### config.mk
export PLATFORM = sky130hd
export DESIGN_NAME = cfg_ptr_regs
export DESIGN_NICKNAME = d
export VERILOG_FILES = /design/src/rtl/cfg_ptr_regs.sv
export SDC_FILE = /design/constraint.sdc
export NUM_CORES = 1
export LEC_CHECK = 0
export ABC_AREA = 1
export BUFFER_PORTS_ARGS = -buffer_cell sky130_fd_sc_hd__buf_4
export CAP_MARGIN = 5
export CORE_MARGIN = 4
export CORE_UTILIZATION = 25
export CTS_CLUSTER_DIAMETER = 100
export DETAILED_ROUTE_END_ITERATION = 16
export PLACE_DENSITY = 0.47
export SLEW_MARGIN = 0
export SYNTH_ARGS = -nofsm -noshare
export SYNTH_HDL_FRONTEND = slang
export SYNTH_SLANG_ARGS = --single-unit
### constraint.sdc
create_clock -name clk -period 2.2 [get_ports clk]
set_clock_uncertainty 0.2 [all_clocks]
set_input_delay 0.44 -clock clk [delete_from_list [all_inputs] [get_ports clk]]
set_output_delay 0.44 -clock clk [all_outputs]
set_load 0.1 [all_outputs]
### src/rtl/cfg_ptr_regs.sv
module cfg_ptr_regs #(
  parameter logic [15:0] CMD0_RST = 16'h01F0,
  parameter logic [15:0] CMD1_RST = 16'h0170,
  parameter logic [15:0] CTL0_RST = 16'h03F6,
  parameter logic [15:0] CTL1_RST = 16'h0376,
  parameter logic [7:0]  GEN_RST  = 8'h01,
  parameter logic [7:0]  DTIM_RST = 8'hF5,
  parameter logic [7:0]  CTIM_RST = 8'hDE,
  parameter logic [7:0]  PTR_RST  = 8'h50,
  parameter int          RA_W     = 10
) (
  input  logic             clk,
  input  logic             rst_n,
  input  logic             ptr_we,
  input  logic [7:0]       ptr_wdata,
  output logic [7:0]       ptr_rdata,
  input  logic             dat_we,
  input  logic             dat_re,
  input  logic [15:0]      dat_wdata,
  output logic [15:0]      dat_rdata,
  output logic             post_wait_o,
  output logic             burst_dis_o,
  output logic             devsel_med_o,
  output logic [31:0]      cmd_base_o,
  output logic [31:0]      ctl_base_o,
  output logic [1:0]       dma_en_o,
  output logic [1:0]       drv_rst_o,
  output logic [1:0]       rdy_en_o,
  output logic [1:0]       narrow_o,
  output logic [1:0]       irq_low_o,
  output logic [1:0]       bm_en_o,
  output logic [1:0]       io_en_o,
  output logic [2*RA_W-1:0] ra_count_o,
  output logic [1:0]       ra_en_o,
  output logic [1:0]       fifo_clr_o,
  output logic [15:0]      dtim_o,
  output logic [15:0]      ctim_o
);
  localparam int HI_W = RA_W - 8;
  localparam logic [7:0] GEN_WMASK = 8'hFB;
  localparam logic [7:0] PTR_RMASK = 8'hDF;

  logic [7:0]      ptr;
  logic [15:0]     cmd   [2];
  logic [15:0]     ctl   [2];
  logic [7:0]      gen   [2];
  logic [7:0]      ra_lo [2];
  logic [HI_W-1:0] ra_hi [2];
  logic [1:0]      ra_en;
  logic [7:0]      dtim  [2];
  logic [7:0]      ctim  [2];
  logic [1:0]      fclr;

  logic [2:0] idx;
  logic       bank;
  logic       access;
  logic [2:0] idx_next;

  assign idx      = ptr[2:0];
  assign bank     = ptr[3];
  assign access   = dat_we | dat_re;
  assign idx_next = (idx >= 3'd6) ? 3'd0 : idx + 3'd1;

  always_ff @(posedge clk) begin
    if (!rst_n) begin
      ptr    <= PTR_RST;
      cmd[0] <= CMD0_RST;
      cmd[1] <= CMD1_RST;
      ctl[0] <= CTL0_RST;
      ctl[1] <= CTL1_RST;
      for (int b = 0; b < 2; b++) begin
        gen[b]   <= GEN_RST;
        ra_lo[b] <= '0;
        ra_hi[b] <= '0;
        dtim[b]  <= DTIM_RST;
        ctim[b]  <= CTIM_RST;
      end
      ra_en <= '0;
      fclr  <= '0;
    end else begin
      fclr <= '0;
      if (dat_we) begin
        case (idx)
          3'd0: cmd[bank]   <= dat_wdata;
          3'd1: gen[bank]   <= dat_wdata[7:0] & GEN_WMASK;
          3'd2: ra_lo[bank] <= dat_wdata[7:0];
          3'd3: begin
            ra_hi[bank] <= dat_wdata[HI_W-1:0];
            ra_en[bank] <= dat_wdata[7];
            fclr[bank]  <= dat_wdata[6];
          end
          3'd4: ctl[bank]   <= dat_wdata;
          3'd5: dtim[bank]  <= dat_wdata[7:0];
          3'd6: ctim[bank]  <= dat_wdata[7:0];
          default: ;
        endcase
      end
      if (ptr_we)
        ptr <= ptr_wdata;
      else if (access && ptr[7])
        ptr[2:0] <= idx_next;
    end
  end

  always_comb begin
    case (idx)
      3'd0:    dat_rdata = cmd[bank];
      3'd1:    dat_rdata = {8'h00, gen[bank]};
      3'd4:    dat_rdata = ctl[bank];
      3'd5:    dat_rdata = {8'h00, dtim[bank]};
      3'd6:    dat_rdata = {8'h00, ctim[bank]};
      default: dat_rdata = 16'h0000;
    endcase
  end

  assign ptr_rdata    = ptr & PTR_RMASK;
  assign post_wait_o  = ptr[6];
  assign burst_dis_o  = ptr[5];
  assign devsel_med_o = ptr[4];
  assign ra_en_o      = ra_en;
  assign fifo_clr_o   = fclr;

  for (genvar b = 0; b < 2; b++) begin : g_bank
    assign cmd_base_o[16*b +: 16]   = cmd[b];
    assign ctl_base_o[16*b +: 16]   = ctl[b];
    assign dma_en_o[b]              = gen[b][7];
    assign drv_rst_o[b]             = gen[b][6];
    assign rdy_en_o[b]              = gen[b][5];
    assign narrow_o[b]              = gen[b][4];
    assign irq_low_o[b]             = gen[b][3];
    assign bm_en_o[b]               = gen[b][1];
    assign io_en_o[b]               = gen[b][0];
    assign ra_count_o[RA_W*b +: RA_W] = {ra_hi[b], ra_lo[b]};
    assign dtim_o[8*b +: 8]         = dtim[b];
    assign ctim_o[8*b +: 8]         = ctim[b];
  end
endmodule

Yosys cells after proc, flatten, opt, wreduce, memory -nomap -nowiden:

Memory sizes are Yosys's and may differ from the RTL's. A register that Yosys moved wholly into a read port is not among the register bits.
Cells that the tools add are included.

* output and inout port bits: 161
* memories kept: 7
* bits of input ports: 29
* bits in registers: 12
* word-level logic and storage cells: 103
* bits in writable memories: 130

Memory list
* cmd: words 2, bits a word 16, read ports 3, clocked after memory_dff 1, wr ports 2, RTL line 44 `logic [15:0] cmd [2];`
* ctl: words 2, bits a word 16, read ports 3, clocked after memory_dff 1, wr ports 2, RTL line 45 `logic [15:0] ctl [2];`
* ctim: words 2, bits a word 8, read ports 3, clocked after memory_dff 1, wr ports 2, RTL line 51 `logic [7:0] ctim [2];`
* dtim: words 2, bits a word 8, read ports 3, clocked after memory_dff 1, wr ports 2, RTL line 50 `logic [7:0] dtim [2];`
* ra_lo: words 2, bits a word 8, read ports 2, clocked after memory_dff 0, wr ports 2, RTL line 47 `logic [7:0] ra_lo [2];`
* gen: words 2, bits a word 7, read ports 3, clocked after memory_dff 1, wr ports 2, RTL line 46 `logic [7:0] gen [2];`
* +1 memories

* equal/unequal tests: 6
* $lt $le $gt $ge: 3
* bitwise operators: 2
* $add $sub $neg: 1
* reduce and logical (&&, ||, !) cells: 13
* muxes and demuxes: 67

Operator list (number)
* $pmux W16 S5: 1
* $mux W1: 54
* $mux W16: 2
* $reduce_or A16 Y1: 2
* $mux W8: 3
* $reduce_or A8 Y1: 3
* $eq A3 B3 Y1 const B: 3
* $mux W3: 3
* $mux W7: 1
* $reduce_or A7 Y1: 1
* $eq A3 B2 Y1 const B: 2
* $add A3 B1 Y3 const B: 1
* $eq A3 B1 Y1 const B: 1
* $ge A3 B3 Y1 const B: 1
* $logic_not A3 Y1: 1
* $reduce_and A3 Y1: 1
* $and A2 B2 Y2: 1
* $bwmux W2: 1
* $logic_and A1 B1 Y1: 2
* $lt A1 B2 Y1 const B: 1
* $mux W2: 1
* $reduce_and A2 Y1: 1
* $reduce_bool A2 Y1: 1
* $reduce_or A2 Y1: 1
* 3 further kinds: 3

Logic depth before layout (Yosys ltp):

Gate-level depths: netlist of the first run.

* depth in word-level cells: 7
* mapped depth: 10
* depth with buffers taken out: 8

Worst setup path after synthesis of the first run:

No wires, ideal clock.

* kind: flip-flop to output port
* start point: register ptr[0]
* end point: output port dat_rdata[12]
* cell stages (with the launch flop): 6
* arrival time: 3228 ps
* path slack: -1668 ps
* required time: 1560 ps
* cells stage by stage: dfxtp_1 -> inv_1 -> o21ai_1 -> a21oi_4 -> buf_6 -> a21oi_1

* longest elaborated chain between the ends: 2
* elaborated cells between the ends (all ways): 6
* those cells by class: 4 x eq/ne; 1 x mux; 1 x reduce/logical

RTL lines
* from (decl): RTL line 43 `logic [7:0] ptr;`
* from (signal assigned): RTL line 99 `ptr <= ptr_wdata;`
* from (signal assigned): RTL line 101 `ptr[2:0] <= idx_next;`
* $eq A3 B3 Y1 (tied with other cells): RTL line 106 `case (idx)`
* $pmux W16 S5 *: RTL line 106
* to (decl): RTL line 20 `output logic [15:0] dat_rdata,`

Every way passes the cells marked *; elsewhere a longest branch is shown, timed or not.

Final worst setup path of the first run:

* start point: register ptr[1]
* end point: output port dat_rdata[8]

Same word-level chain as after synthesis.

==> flow_metrics.py, run 1 <==
metrics = {
    "place": {
        "place_ws_ns": -0.0916,
        "gp_congestion": 0.809,
        "placed_area_mm2": 0.00879,
        "io_buffers": 188,
        "hpwl_um": 17500,
    },
    "timing": {
        "slew_headroom": 0.623,
        "hold_slack_ns": 0.0267,
        "post-route-period-util": 1.14,
        "fmax_ghz": 0.398,
        "setup_ws_ns": -0.311,
        "report.final.slew_viol_count": 0,
        "rsz0062_at_grt": "true",
        "finalCriticalPeriod_ns": 2.51,
        "hold_viol_final": 0,
        "tightest_slew_ns": 0.565,
        "finalSetupViolCount": 16,
    },
    "logic_synthesis": {
        "synth_nets": 714,
        "synth.avg_cell_area_um2": 9.58,
        "mappedNetlistArea_mm2": 0.00651,
        "yosysSeqAreaShare": 0.639,
        "synth_edf_count": 130,
        "ys_types": 26,
        "synthArstFlopShare": 0,
        "synth-main-ff-cell": "edfxtp_1",
        "postSynthCellCount": 680,
        "synth_warnings": 0,
        "ys_ff_latch": 143,
    },
    "clock_network": {
        "cts_root_buf": "clkbuf_16",
        "numCtsBuffers": 17,
        "cts_tree": "yes",
        "cts_htree_levels": 4,
        "cts_buffer_depth": 2,
        "hold_buffers": 0,
        "clk_pin_slew_ns": 0.06,
        "worstSkewPairLatency_ns": 0.42,
        "cts.sinks": 143,
    },
    "final_layout": {
        "final_cell_area_mm2": 0.0101,
        "layout_common_cells": "buf_4, nand2_1, edfxtp_1",
        "area_growth_pct": 55.3,
        "drive_gt1_frac": 0.436,
        "finalNetCount": 950,
        "layout_commonest_cell": "buf_4",
        "n_fill_cell": 2520,
        "n_antenna_cell": 0,
    },
    "floorplanning": {
        "rows": 58,
        "die-area_mm2": 0.0287,
        "die_h_um": 169,
        "core_mm2": 0.0254,
        "initial_core_util": 0.257,
        "pin_count": 190,
        "die_w_um": 169,
    },
    "hold_path": {
        "hold_path.startpoint": "ptr_wdata[6]",
        "hp-class": "input pin to flop",
    },
    "setup_path": {
        "cp-start-kind": "flop",
        "path_buf_inv": 3,
        "crit-reg2reg-launch": "ptr[1]",
        "path_max_fanout": 4,
        "cp_top_family": "buffers and inverters",
        "slowest_stage": "dfxtp_4",
        "crit_type": "flop to primary output",
        "arrival_ns": 1.87,
        "slowest_delay_ns": 0.37,
        "startpoint": "ptr[1]",
        "cp-end-kind": "primary output",
        "path_cells": "inv_4 > ha_4 > nand2_4 > buf_6 > nor2_2 > o21ai_2 > a21oi_4 > buf_12",
        "cp_data_required_time_ns": 1.56,
    },
    "drt": {
        "vias_per_cell": 4.46,
        "vias": 5605,
        "drc": 0,
        "antenna_left": 0,
        "drt_first_pass_iters": 4,
        "wl_per_cell_um": 19.1,
        "drtIter0Drc": 340,
        "routed_wl_um": 24100,
    },
    "global_routing": {
        "grt_pass1_wl_um": 36100,
        "gr-total-overflow": 0,
        "antenna_found_initial": 0,
        "gr-usage-all-layers": 0.169,
        "grt_max_degree": 23,
        "grt_pass1_vias": 5833,
    },
    "pwr": {
        "powerDensity_mw_per_mm2": 831,
        "irDropWorstVdd_uv": 489,
        "leakagePower_uw": 0.00429,
    },
    "outcome": {
        "violations": "negative setup slack",
        "outcome": "finished with violations",
    },
    "job": {
        "cap_violations": 0,
    },
}
==> power by group <==
part	total (µW)	internal (µW)	switching [µW]
Sequential	3130	3050	77.9
Combinational	2440	706	1730
Clock	2840	1660	1180
==> registers in the layout, summed over array words and instances, names as in the netlist, named ones only <==
signal	cells
ctl	32
gen	14
fifo_clr_o	2
ptr	8
ra_en_o	2
cmd	32
ra_lo	16
ctim	16
dtim	16
ra_hi	4
==> metrics by stage <==
| stage | instances | TNS [ns] | utilization | total power (µW) |
|---|---|---|---|---|
| 2_1_floorplan | 680 | -4.02 | - | 4720 |
| 3_3_place_gp | 1218 | -1.08 | 0.346 | 5290 |
| 3_5_place_dp | 1218 | -1.25 | 0.346 | 5290 |
| 4_1_cts | 1258 | -4.83 | 0.392 | 8450 |
| 5_1_grt | 1258 | -5.63 | 0.398 | 8680 |
| 6_report | 1258 | -4.56 | 0.398 | 8410 |
==> final timing paths <==
| kind | end | slack [ns] | cells after the start |
|---|---|---|---|
| min reg2reg | ptr[6] | 0.29 | 2 |
| min | ptr[6] | 0.03 | 3 |
| max reg2reg | ctl[0][11] | 0.15 | 8 |
| max | dat_rdata[8] | -0.31 | 8 |
==> cells by family after synthesis <==
group	share of synthesized area
buffers and inverters	0.0664
AND/OR/NAND/NOR	0.246
AO/OA/AOI/OAI	0.0386
flip-flops	0.639
other	0.000576
adder cells (fa/ha/maj)	0.00960
==> per-layer routing <==
layer	routed length [µm]	track usage	share of wire
met3	1910	0.0515	0.080
met1	10400	0.221	0.43
met5	0	0	0
met4	525	0.0560	0.022
met2	11200	0.267	0.46
==> cell type report <==
class	instances	area [µm²]	area share
multi-input cells	447	2400	0.237
repair buffers	250	2300	0.228
inverters	57	246	0.0244
clock inverters	14	144	0.0142
well taps	330	413	0.0408
clock buffers	17	425	0.0421
flip-flops and latches	143	4180	0.413
==> Yosys cell counts, types with 3 or more instances <==
master | number | share of area
nand3_1 | 27 | 0.021
nand2_1 | 207 | 0.12
nor2_1 | 139 | 0.080
o21ai_0 | 32 | 0.025
ha_1 | 5 | 0.0096
a21oi_1 | 13 | 0.010
nor2_2 | 9 | 0.0086
nand2_2 | 3 | 0.0029
edfxtp_1 | 130 | 0.60
clkbuf_1 | 10 | 0.0058
buf_4 | 7 | 0.0081
buf_2 | 9 | 0.0069
inv_2 | 6 | 0.0035
dfxtp_1 | 13 | 0.040
inv_1 | 49 | 0.028
buf_6 | 7 | 0.012
==> worst register-to-register path, delay by kind of cell, from the launching register on <==
family                     cells  cell delay, ns
adders and majority gates      1            0.17
buffers and inverters          3            0.42
DFF                            1            0.37
and+or+nand+nor                4            0.58
==> repair_timing <==
item	CTS	global route
gates resized for setup	122	47
endpoints found under the setup margin	39	37
buffers inserted	7	3
gates cloned	3	0
hold endpoints to repair	0	0
pin swaps	43	31
Note: power is estimated with default switching activity, not from simulation.
==> inputs of run 2 (changes only) <==
--- a/config.mk
+++ b/config.mk
@@ -9,10 +9,11 @@
 export BUFFER_PORTS_ARGS = -buffer_cell sky130_fd_sc_hd__buf_4
 export CAP_MARGIN = 5
 export CORE_MARGIN = 4
-export CORE_UTILIZATION = 25
+export CORE_UTILIZATION = 47
 export CTS_CLUSTER_DIAMETER = 100
 export DETAILED_ROUTE_END_ITERATION = 16
-export PLACE_DENSITY = 0.47
+export PLACE_DENSITY = 0.77
+export RECOVER_POWER = 25
 export SLEW_MARGIN = 0
 export SYNTH_ARGS = -nofsm -noshare
 export SYNTH_HDL_FRONTEND = slang
==> flow_metrics.py, run 2 (synthesized netlist as in run 1, its figures left out) <==
metrics = {
    "outcome": {
        "outcome": "finished with violations",
        "violations": "negative setup slack",
    },
    "final_layout": {
        "area_growth_pct": 45.9,
        "drive_gt1_frac": 0.370,
        "layout_common_cells": "nand2_1, buf_4, edfxtp_1",
        "finalNetCount": 926,
        "top_regs": "cmd (32), ctl (32)",
        "final_util": 0.709,
        "layout_commonest_cell": "nand2_1",
        "n_antenna_cell": 0,
    },
    "drt": {
        "vias": 5732,
        "vias_per_cell": 5.30,
        "drc": 0,
        "drt_first_pass_iters": 7,
        "wl_per_cell_um": 19.2,
        "antenna_left": 0,
        "drtIter0Drc": 525,
        "routed_wl_um": 20700,
    },
    "setup_path": {
        "path_buf_inv": 3,
        "cp_data_required_time_ns": 1.56,
        "cp-end-kind": "primary output",
        "worstReg2RegEnd": "ctl[1][3]",
        "r2r_slack_ns": 0.13,
        "arrival_ns": 1.92,
        "cp-start-kind": "flop",
        "slowest_stage": "dfxtp_4",
        "path_max_fanout": 8,
        "reg2regPathDepth": 8,
        "crit-reg2reg-launch": "ptr[1]",
        "crit_type": "flop to primary output",
        "slowest_delay_ns": 0.37,
        "path_cells": "inv_4 > ha_4 > nand2_2 > buf_6 > nor2_1 > o21ai_1 > a21oi_4 > buf_12",
        "cp_top_family": "buffers and inverters",
    },
    "job": {
        "cap_violations": 0,
    },
    "place": {
        "gp_congestion": 0.928,
        "hpwl_um": 14100,
        "io_buffers": 188,
    },
    "timing": {
        "finalCriticalPeriod_ns": 2.56,
        "report.final.slew_viol_count": 0,
        "setup_ws_ns": -0.363,
        "rsz0062_at_grt": "true",
        "hold_viol_final": 0,
        "slew_headroom": 0.557,
        "fmax_ghz": 0.390,
        "finalSetupViolCount": 16,
        "tightest_slew_ns": 0.664,
        "post-route-period-util": 1.16,
    },
    "pwr": {
        "powerDensity_mw_per_mm2": 891,
        "seqPwrFrac": 0.369,
        "leakagePower_uw": 0.00412,
        "internal_power_uw": 5650,
        "irDropWorstVdd_uv": 622,
        "p_sw_uw": 2820,
        "combPwrFrac": 0.272,
        "finalPower_uw": 8470,
        "swShare": 0.333,
        "pwr-share-clk": 0.359,
    },
    "clock_network": {
        "numCtsBuffers": 17,
        "cts_buffer_depth": 2,
        "clk_pin_slew_ns": 0.06,
        "cts_root_buf": "clkbuf_16",
        "worstSkewPairLatency_ns": 0.42,
        "cts_tree": "yes",
        "cts.sinks": 143,
        "cts_htree_levels": 4,
    },
    "floorplanning": {
        "rows": 42,
        "die_w_um": 126,
        "core_mm2": 0.0134,
        "pin_count": 190,
        "die_h_um": 126,
        "die-area_mm2": 0.0158,
        "initial_core_util": 0.486,
    },
    "global_routing": {
        "grt_max_degree": 31,
        "grt_pass1_wl_um": 30700,
        "grt_pass1_vias": 5561,
        "antenna_found_initial": 0,
        "gr-total-overflow": 0,
        "gr-usage-all-layers": 0.253,
    },
    "hold_path": {
        "hold_path.startpoint": "ptr_wdata[4]",
        "hold-path-cell-count": 3,
        "hold_end": "ptr[4]",
        "hp-class": "input pin to flop",
    },
}
==> run 2: final cells by class <==
cell class                 instances  area [µm²]
multi-input combinational        447        2190
inverter                          57         229
tap                              176         220
sequential                       143        4180
clock buffer                      21         470
timing repair buffer             226        2050
fill                             967        3900
clock inverter                    11         163
==> run 2: routing by layer <==
metal,GRT usage,vias up,part of all wire
li1,-,2621,-
met1,0.321,2706,0.38
met2,0.409,348,0.48
met3,0.0690,57,0.098
met4,0.114,0,0.037
met5,0,-,0
==> run 2: repair_timing <==
item	CTS	global route
pin swaps	5	9
endpoints found under the setup margin	16	16
buffers inserted	1	1
cloned	2	1
gates resized for setup	78	17
hold buffers	0	0
==> run 2: stage by stage <==
| step | TNS [ns] | hold WS [ns] | std cells | worst slack (ns) | cell area [µm²] |
|---|---|---|---|---|---|
| finish | -5.06 | 0.0300 | 1081 | -0.363 | 9500 |
| global route | -5.94 | 0.0277 | 1081 | -0.427 | 9500 |
| CTS | -5.06 | 0.0141 | 1079 | -0.327 | 9430 |
| detailed placement | -0.348 | 0.281 | 1044 | -0.0832 | 8420 |
| global placement | -0.0686 | 0.274 | 1044 | -0.0254 | 8420 |
| floorplan | -4.02 | 0.362 | 680 | -0.258 | 6690 |
==> run 2: worst max path at each step <==
stage                    start       endpoint  slack (ns)  depth (start not counted)
global placement        ptr[1]   dat_rdata[7]       -0.03                          9
detailed placement      ptr[1]   dat_rdata[5]       -0.08                          9
floorplan           cmd[0][12]  dat_rdata[12]       -0.26                          4
finish                  ptr[1]  dat_rdata[15]       -0.36                          8
global route            ptr[1]  dat_rdata[15]       -0.43                          8
CTS                     ptr[1]  dat_rdata[13]       -0.33                          8
==> run 2: power groups by stage <==
stage          clock network [µW]  logic [µW]  registers [µW]
2_1_floorplan                   0         929            3790
3_3_place_gp                    0        2010            3170
3_5_place_dp                    0        2020            3170
4_1_cts                      3050        2260            3120
5_1_grt                      3180        2370            3130
6_report                     3040        2300            3120
==> run 2: worst min-delay path: cells and delay by family <==
family | cells | cell delay, ns
AND/OR/NAND/NOR | 2 | 0.10
buffers and inverters | 1 | 0.08
